==> config.mk <==
export PLATFORM = sky130hd
export DESIGN_NAME = skip_unit
export DESIGN_NICKNAME = d
export VERILOG_FILES = /design/src/rtl/skip_unit_pkg.sv /design/src/rtl/skip_cond_eval.sv /design/src/rtl/skip_ac_path.sv /design/src/rtl/skip_unit.sv
export SDC_FILE = /design/constraint.sdc
export NUM_CORES = 1
export LEC_CHECK = 0
export BUFFER_PORTS_ARGS = -buffer_cell sky130_fd_sc_hd__buf_2
export CORE_MARGIN = 2
export CORE_UTILIZATION = 40
export CTS_CLUSTER_DIAMETER = 80
export DETAILED_ROUTE_END_ITERATION = 7
export PLACE_DENSITY = 0.88
export SYNTH_ARGS = -nofsm -noshare
export SYNTH_HDL_FRONTEND = slang
export SYNTH_SLANG_ARGS = --single-unit
==> constraint.sdc <==
create_clock -name clk -period 0.8 [get_ports clk]
set_input_delay 0.2 -clock clk [delete_from_list [all_inputs] [get_ports clk]]
set_output_delay 0.2 -clock clk [all_outputs]
set_load 0.01 [all_outputs]
==> src/rtl/skip_unit_pkg.sv <==
package skip_unit_pkg;

  localparam int unsigned COND_NUM = 7;

  // bit positions of the condition select vector
  typedef enum int unsigned {
    C_ALWAYS   = 0,
    C_LINK_SET = 1,
    C_LINK_CLR = 2,
    C_AC_ZERO  = 3,
    C_AC_NZERO = 4,
    C_AC_NEG   = 5,
    C_AC_POS   = 6
  } cond_idx_e;

  // truth of one condition, given the flags taken from the incoming AC and link
  function automatic logic cond_test(int unsigned idx, logic ac_is_zero,
                                     logic ac_sign, logic link);
    logic r;
    case (idx)
      C_ALWAYS:   r = 1'b1;
      C_LINK_SET: r = link;
      C_LINK_CLR: r = ~link;
      C_AC_ZERO:  r = ac_is_zero;
      C_AC_NZERO: r = ~ac_is_zero;
      C_AC_NEG:   r = ac_sign;
      C_AC_POS:   r = ~ac_sign;
      default:    r = 1'b0;
    endcase
    return r;
  endfunction

  // more than one select bit set: clearing the lowest set bit leaves some bit set
  function automatic logic multi_hot(logic [COND_NUM-1:0] sel);
    return |(sel & (sel - COND_NUM'(1)));
  endfunction

endpackage

==> src/rtl/skip_cond_eval.sv <==
module skip_cond_eval
  import skip_unit_pkg::*;
#(
  parameter int unsigned W = 12
) (
  input  logic [W-1:0]        ac,
  input  logic                link,
  input  logic [COND_NUM-1:0] sel,
  output logic [COND_NUM-1:0] hit_vec,
  output logic                multi,
  output logic                take
);
  logic ac_is_zero;
  logic ac_sign;

  assign ac_is_zero = (ac == '0);
  assign ac_sign    = ac[W-1];

  for (genvar i = 0; i < COND_NUM; i++) begin : g_cond
    assign hit_vec[i] = sel[i] & cond_test(i, ac_is_zero, ac_sign, link);
  end

  assign multi = multi_hot(sel);
  assign take  = (|hit_vec) & ~multi;
endmodule

==> src/rtl/skip_ac_path.sv <==
module skip_ac_path #(
  parameter int unsigned W = 12
) (
  input  logic [W-1:0] ac,
  input  logic [W-1:0] sw,
  input  logic         cla,
  input  logic         osr,
  output logic [W-1:0] ac_next
);
  logic [W-1:0] ac_cleared;

  // clear first, then merge the switches
  assign ac_cleared = cla ? '0 : ac;
  assign ac_next    = ac_cleared | (osr ? sw : '0);
endmodule

==> src/rtl/skip_unit.sv <==
module skip_unit
  import skip_unit_pkg::*;
#(
  parameter int unsigned W = 12
) (
  input  logic                clk,
  input  logic                rst_n,
  input  logic                op_strobe,
  input  logic [W-1:0]        ac_in,
  input  logic                link_in,
  input  logic [W-1:0]        sw_in,
  input  logic [COND_NUM-1:0] cond_sel,
  input  logic                op_cla,
  input  logic                op_osr,
  input  logic                op_hlt,
  output logic [W-1:0]        ac_out,
  output logic                skip_out,
  output logic                halt_out,
  output logic                cond_err,
  output logic                res_valid
);
  logic [COND_NUM-1:0] hit_w;
  logic                multi_w;
  logic                take_w;
  logic [W-1:0]        ac_next_w;

  skip_cond_eval #(.W(W)) u_cond (
    .ac      (ac_in),
    .link    (link_in),
    .sel     (cond_sel),
    .hit_vec (hit_w),
    .multi   (multi_w),
    .take    (take_w)
  );

  skip_ac_path #(.W(W)) u_acp (
    .ac      (ac_in),
    .sw      (sw_in),
    .cla     (op_cla),
    .osr     (op_osr),
    .ac_next (ac_next_w)
  );

  always_ff @(posedge clk or negedge rst_n) begin
    if (!rst_n) begin
      ac_out    <= '0;
      skip_out  <= 1'b0;
      halt_out  <= 1'b0;
      cond_err  <= 1'b0;
      res_valid <= 1'b0;
    end else begin
      res_valid <= op_strobe;
      skip_out  <= op_strobe & take_w;
      halt_out  <= op_strobe & op_hlt;
      cond_err  <= op_strobe & multi_w;
      if (op_strobe) ac_out <= ac_next_w;
    end
  end
endmodule

## Word level (Yosys, flattened, before mapping)

Index checks and enable logic that the tools add are counted.
W data, S select, Z words.

- Logic and storage cells: 27
- Memories: 0
- Latch bits: 0
- Input bits: 38
- RAM bits: 0
- Register bits: 16
- Bits in read-only memories: 0

- Equality and inequality tests: 0
- Magnitude comparators: 0
- $add $sub $neg: 1
- Muxes and demuxes: 2
- Multipliers: 0
- Divide/modulo/power cells: 0
- Shift-type cells: 0
- Bitwise operators: 16
- Reductions and logical operators: 3

Operators by type and width:

| cell | number |
|---|---|
| $mux W12 | 2 |
| $reduce_or A7 Y1 | 2 |
| $logic_not A12 Y1 | 1 |
| $or A12 B12 Y12 | 1 |
| $and A1 B1 Y1 | 10 |
| $and A7 B7 Y7 | 1 |
| $sub A7 B1 Y7 const B | 1 |
| $not A1 Y1 | 4 |

## Longest topological paths before layout

- Depth after elaboration: 6
- Mapped depth: 4
- Depth with buffers taken out: 4

## Modules after synthesis

Synthesis repeated with hierarchy kept, for this count alone.

- Cells, all modules: 96
- Area total of the unflattened synthesis: 997.2 sq um

Modules (own cells, without submodules):

| module | cells each | area each (sq um) | sequential area each (sq um) | times used |
|---|---|---|---|---|
| skip_unit | 33 | 615.6 | 400.4 | 1 |
| skip_ac_path | 38 | 210.2 | 0.0 | 1 |
| skip_cond_eval | 25 | 171.4 | 0.0 | 1 |

## Worst setup path after synthesis

OpenSTA, ideal clock, no wires.

- Path type: input to register
- Start point: input port ac_in[1]
- End point: register skip_out
- Required time: 0.706 ns
- Setup slack: -0.233 ns
- Library setup time: 0.094 ns
- Path buffers: 0
- Cell stages on the path: 4
- Data arrival time: 0.939 ns
- Path through: nor4_1 -> nand3_1 -> mux2i_1 -> a221oi_2

- Cells in the longest elaborated chain, start to end: 6
- Elaborated cells between the ends (all ways): 7
- Classes of those cells: 5 x bitwise; 2 x reduce/logical

Ends and longest elaborated chain:

| element | RTL line | source |
|---|---|---|
| from (decl) | skip_unit.sv:9 | `input logic [W-1:0] ac_in,` |
| $logic_not A12 Y1 (*) | skip_cond_eval.sv:16 | `assign ac_is_zero = (ac == '0);` |
| $not A1 Y1 | skip_unit_pkg.sv:25 | `C_AC_NZERO: r = ~ac_is_zero;` |
| $and A1 B1 Y1 | skip_cond_eval.sv:20 | `assign hit_vec[i] = sel[i] & cond_test(i, ac_is_zero, ac_sign, link);` |
| $reduce_or A7 Y1 (*) | skip_cond_eval.sv:24 | `assign take = (\|hit_vec) & ~multi;` |
| $and A1 B1 Y1 (*) | skip_cond_eval.sv:24 |  |
| $and A1 B1 Y1 (*) | skip_unit.sv:53 | `skip_out <= op_strobe & take_w;` |
| to (signal assigned) | skip_unit.sv:53 |  |
| to (decl) | skip_unit.sv:17 | `output logic skip_out,` |

Every way passes the cells marked *; elsewhere a longest branch is shown, timed or not.
A chain may end at the register's enable or synchronous reset.

## Final worst setup path

- Start point: register ac_out[11]
- End point: output port ac_out[11]

RTL lines:

| element | RTL line | source |
|---|---|---|
| from (decl) | skip_unit.sv:16 | `output logic [W-1:0] ac_out,` |
| from (signal assigned) | skip_unit.sv:56 | `if (op_strobe) ac_out <= ac_next_w;` |

No word-level cell between the ends.

==> results_dict.tcl <==
set metrics [dict create \
    outcome "finished, violations left" \
    violations "setup timing" \
    track_usage_pct 24.5 \
    skew_ps 0 \
    critPathTopFamily "flip-flops" \
    grtUsageMet2_pct 42.8 \
    yosysUniqueCellTypes 21 \
    crit_cells 1 \
    setup_viol 21 \
    r2r_start "ac_out[7]$_DFFE_PN0P_" \
    h-tree-depth 1 \
    period_share_pct 132 \
    fill_cells 102 \
    finalWorstSetupSlack_ps -254 \
    endpoint "ac_out[11]" \
    tns_ps -3760 \
    diodes 0 \
    pre_cts_ws_ps -415 \
    cpMaxStageDelayCell "dfrtp_1" \
    use_met3_pct 4.63 \
    vias 999 \
    ant_nets 0 \
    core-area_um2 1900 \
    dpl.hpwl_um 1820 \
    port_buffers 53 \
    seq_area_frac_synth_pct 51.0 \
    arrival_ps 850 \
    min_path_type "input pin to register" \
    viasPerCell 5.40 \
    cpPeakStageDelay_ps 430 \
    syn_area_per_cell_um2 10.2 \
    drcViolationCount 0 \
    clkSlewWorstSetupHoldPaths_ps 90 \
    cts_sinks 16 \
    ys_ff_latch 16 \
    slew_viol_final 0 \
    reg2reg_depth 4 \
    start_kind "register" \
    design_area_um2 1510 \
    antenna_found_initial 0 \
    chipWidth_um 48.3 \
    place_congestion 0.792 \
    place_area_um2 1290 \
    cts-root-buf "clkbuf_4" \
    cap_violations 0 \
    drt-total-wl_um 3040 \
    worstReg2RegEnd "ac_out[7]$_DFFE_PN0P_" \
    cp.required_ps 600 \
    dp.cells 169 \
    rsz0062_at_grt "true" \
    nets 198 \
    cts_tree "built" \
    p_total_mw 2.06 \
    grt_pass1_vias 932 \
    timing.fmax_mhz 949 \
    clock_tree.buffer_depth 2 \
    grt-ovfl-total 0 \
    powerDensity_nw_per_um2 1370 \
    dieArea_um2 2330 \
    min_period_ps 1050 \
    drive_gt1_share_pct 67.7 \
    die_h_um 48.3 \
    synthCells 77 \
    syn2layout_area_growth_pct 92.0 \
    grtUsageMet1_pct 28.7 \
    grt_most_used_layer "met2" \
    finalHoldViolCount 0 \
    cp_max_fo 2 \
    ys_warn_count 0 \
    path_buf_inv 1 \
    power_leakage_nw 0.709 \
    drt-pass1-iter-count 5 \
    worst_pin_slew_ps 364 \
    slew_headroom_pct 75.7 \
    critPathKind "register to output port" \
    grt_max_degree 17 \
    drt_iter0_markers 22 \
    syn_nets 115 \
    rrSetupSlack_ps -100 \
    cts_buffers 3 \
    grt_pass1_wl_um 4300 \
    cp-end-kind "output port" \
    io-pin-count 54 \
    synth_area_um2 786 \
    peakVddDrop_mv 1.00 \
    stdcell_count 185 \
    start_util_pct 41.3 \
    setup.worst_path.start "ac_out[11]$_DFFE_PN0P_" \
    clock_latency_ps 290 \
    wl_per_cell_um 16.4 \
    fp-row-count 16 \
    path_cells "buf_6" \
]
## through the flow
stage,utilization [%],hold WS (ps)
final,79.3,141
after detailed placement,67.9,129
after global placement,67.9,124
after floorplan,-,-95.6
after global routing,79.3,141
after CTS,75.3,128
## power by group
group	internal (mW)	switching, mW	total, mW
logic	0.372	0.342	0.714
registers	0.882	0.0383	0.920
clock network	0.175	0.252	0.428
## worst min-delay path by stage
| stage | startpoint | to | cells past startpoint |
|---|---|---|---|
| after global placement | rst_n | ac_out[1]$_DFFE_PN0P_ | 1 |
| after CTS | op_hlt | halt_out$_DFF_PN0_ | 2 |
| after detailed placement | rst_n | ac_out[1]$_DFFE_PN0P_ | 1 |
| after floorplan | rst_n | ac_out[0]$_DFFE_PN0P_ | 0 |
| after global routing | op_hlt | halt_out$_DFF_PN0_ | 2 |
| final | op_hlt | halt_out$_DFF_PN0_ | 2 |
## layout make-up
| cell class | instances | area [um^2] | area share [%] |
|---|---|---|---|
| repair buffers | 82 | 559 | 37.1 |
| well taps | 27 | 33.8 | 2.24 |
| multi-input cells | 55 | 485 | 32.2 |
| inverters | 2 | 7.51 | 0.498 |
| flip-flops and latches | 16 | 400 | 26.5 |
| clock buffers | 3 | 22.5 | 1.49 |
## logic make-up after synthesis
family	Yosys count	synth area share (%)
AND/OR/NAND/NOR	34	20.4
AO/OA/AOI/OAI	19	22.6
flip-flops	16	51.0
buffers and inverters	6	3.34
multiplexers	2	2.71
## layout by cell type (no fill, tap or decap), types with 2 or more instances in the layout
cell type / instances
buf_2: 45
buf_4: 26
nor2_1: 19
dfrtp_1: 16
a221oi_2: 11
buf_6: 7
nor2_2: 4
nor4_4: 3
clkbuf_4: 3
a211oi_1: 2
o21ai_1: 2
inv_1: 2
a221oi_1: 2
nor2_4: 2
buf_8: 2
## cells in the mapped netlist
| cell type | instances | share of area [%] |
|---|---|---|
| dfrtp_1 | 16 | 51 |
| a2111oi_4 | 1 | 3.5 |
| clkbuf_1 | 1 | 0.48 |
| and2_1 | 1 | 0.80 |
| o21ai_1 | 1 | 0.64 |
| a221oi_1 | 12 | 13 |
| nor4_1 | 2 | 1.6 |
| inv_1 | 2 | 0.96 |
| buf_2 | 3 | 1.9 |
| mux2_2 | 1 | 1.4 |
| nor2_1 | 25 | 12 |
| nor2b_1 | 1 | 0.80 |
| nor3_1 | 1 | 0.64 |
| nor4_2 | 2 | 3.2 |
| o21ai_0 | 1 | 0.64 |
| a221oi_2 | 1 | 1.9 |
| mux2i_1 | 1 | 1.3 |
| and3_1 | 1 | 0.80 |
| a211oi_1 | 2 | 1.9 |
| nand3_1 | 1 | 0.64 |
| a21oi_1 | 1 | 0.64 |
## registers in the layout, indices dropped and copies added (netlist names)
register / cells
skip_out: 1
ac_out: 12
halt_out: 1
cond_err: 1
res_valid: 1
## metal layers
metal  share of wire [%]  wire length (um)  vias to the layer above
met5                   0                 0                        -
met4                 3.6               109                        0
met3                 7.0               213                       11
met2                  51              1550                       62
met1                  38              1160                      473
li1                    -                 -                      453
## repair_timing
item / in CTS / in global routing
endpoints found under the hold margin: 16 / 0
pin swaps: 4 / 6
resized for setup: 9 / 15
setup endpoints to repair: 17 / 21
buffers inserted: 9 / 4
hold buffers: 1 / 0
Power figures use the tool's default switching activity.
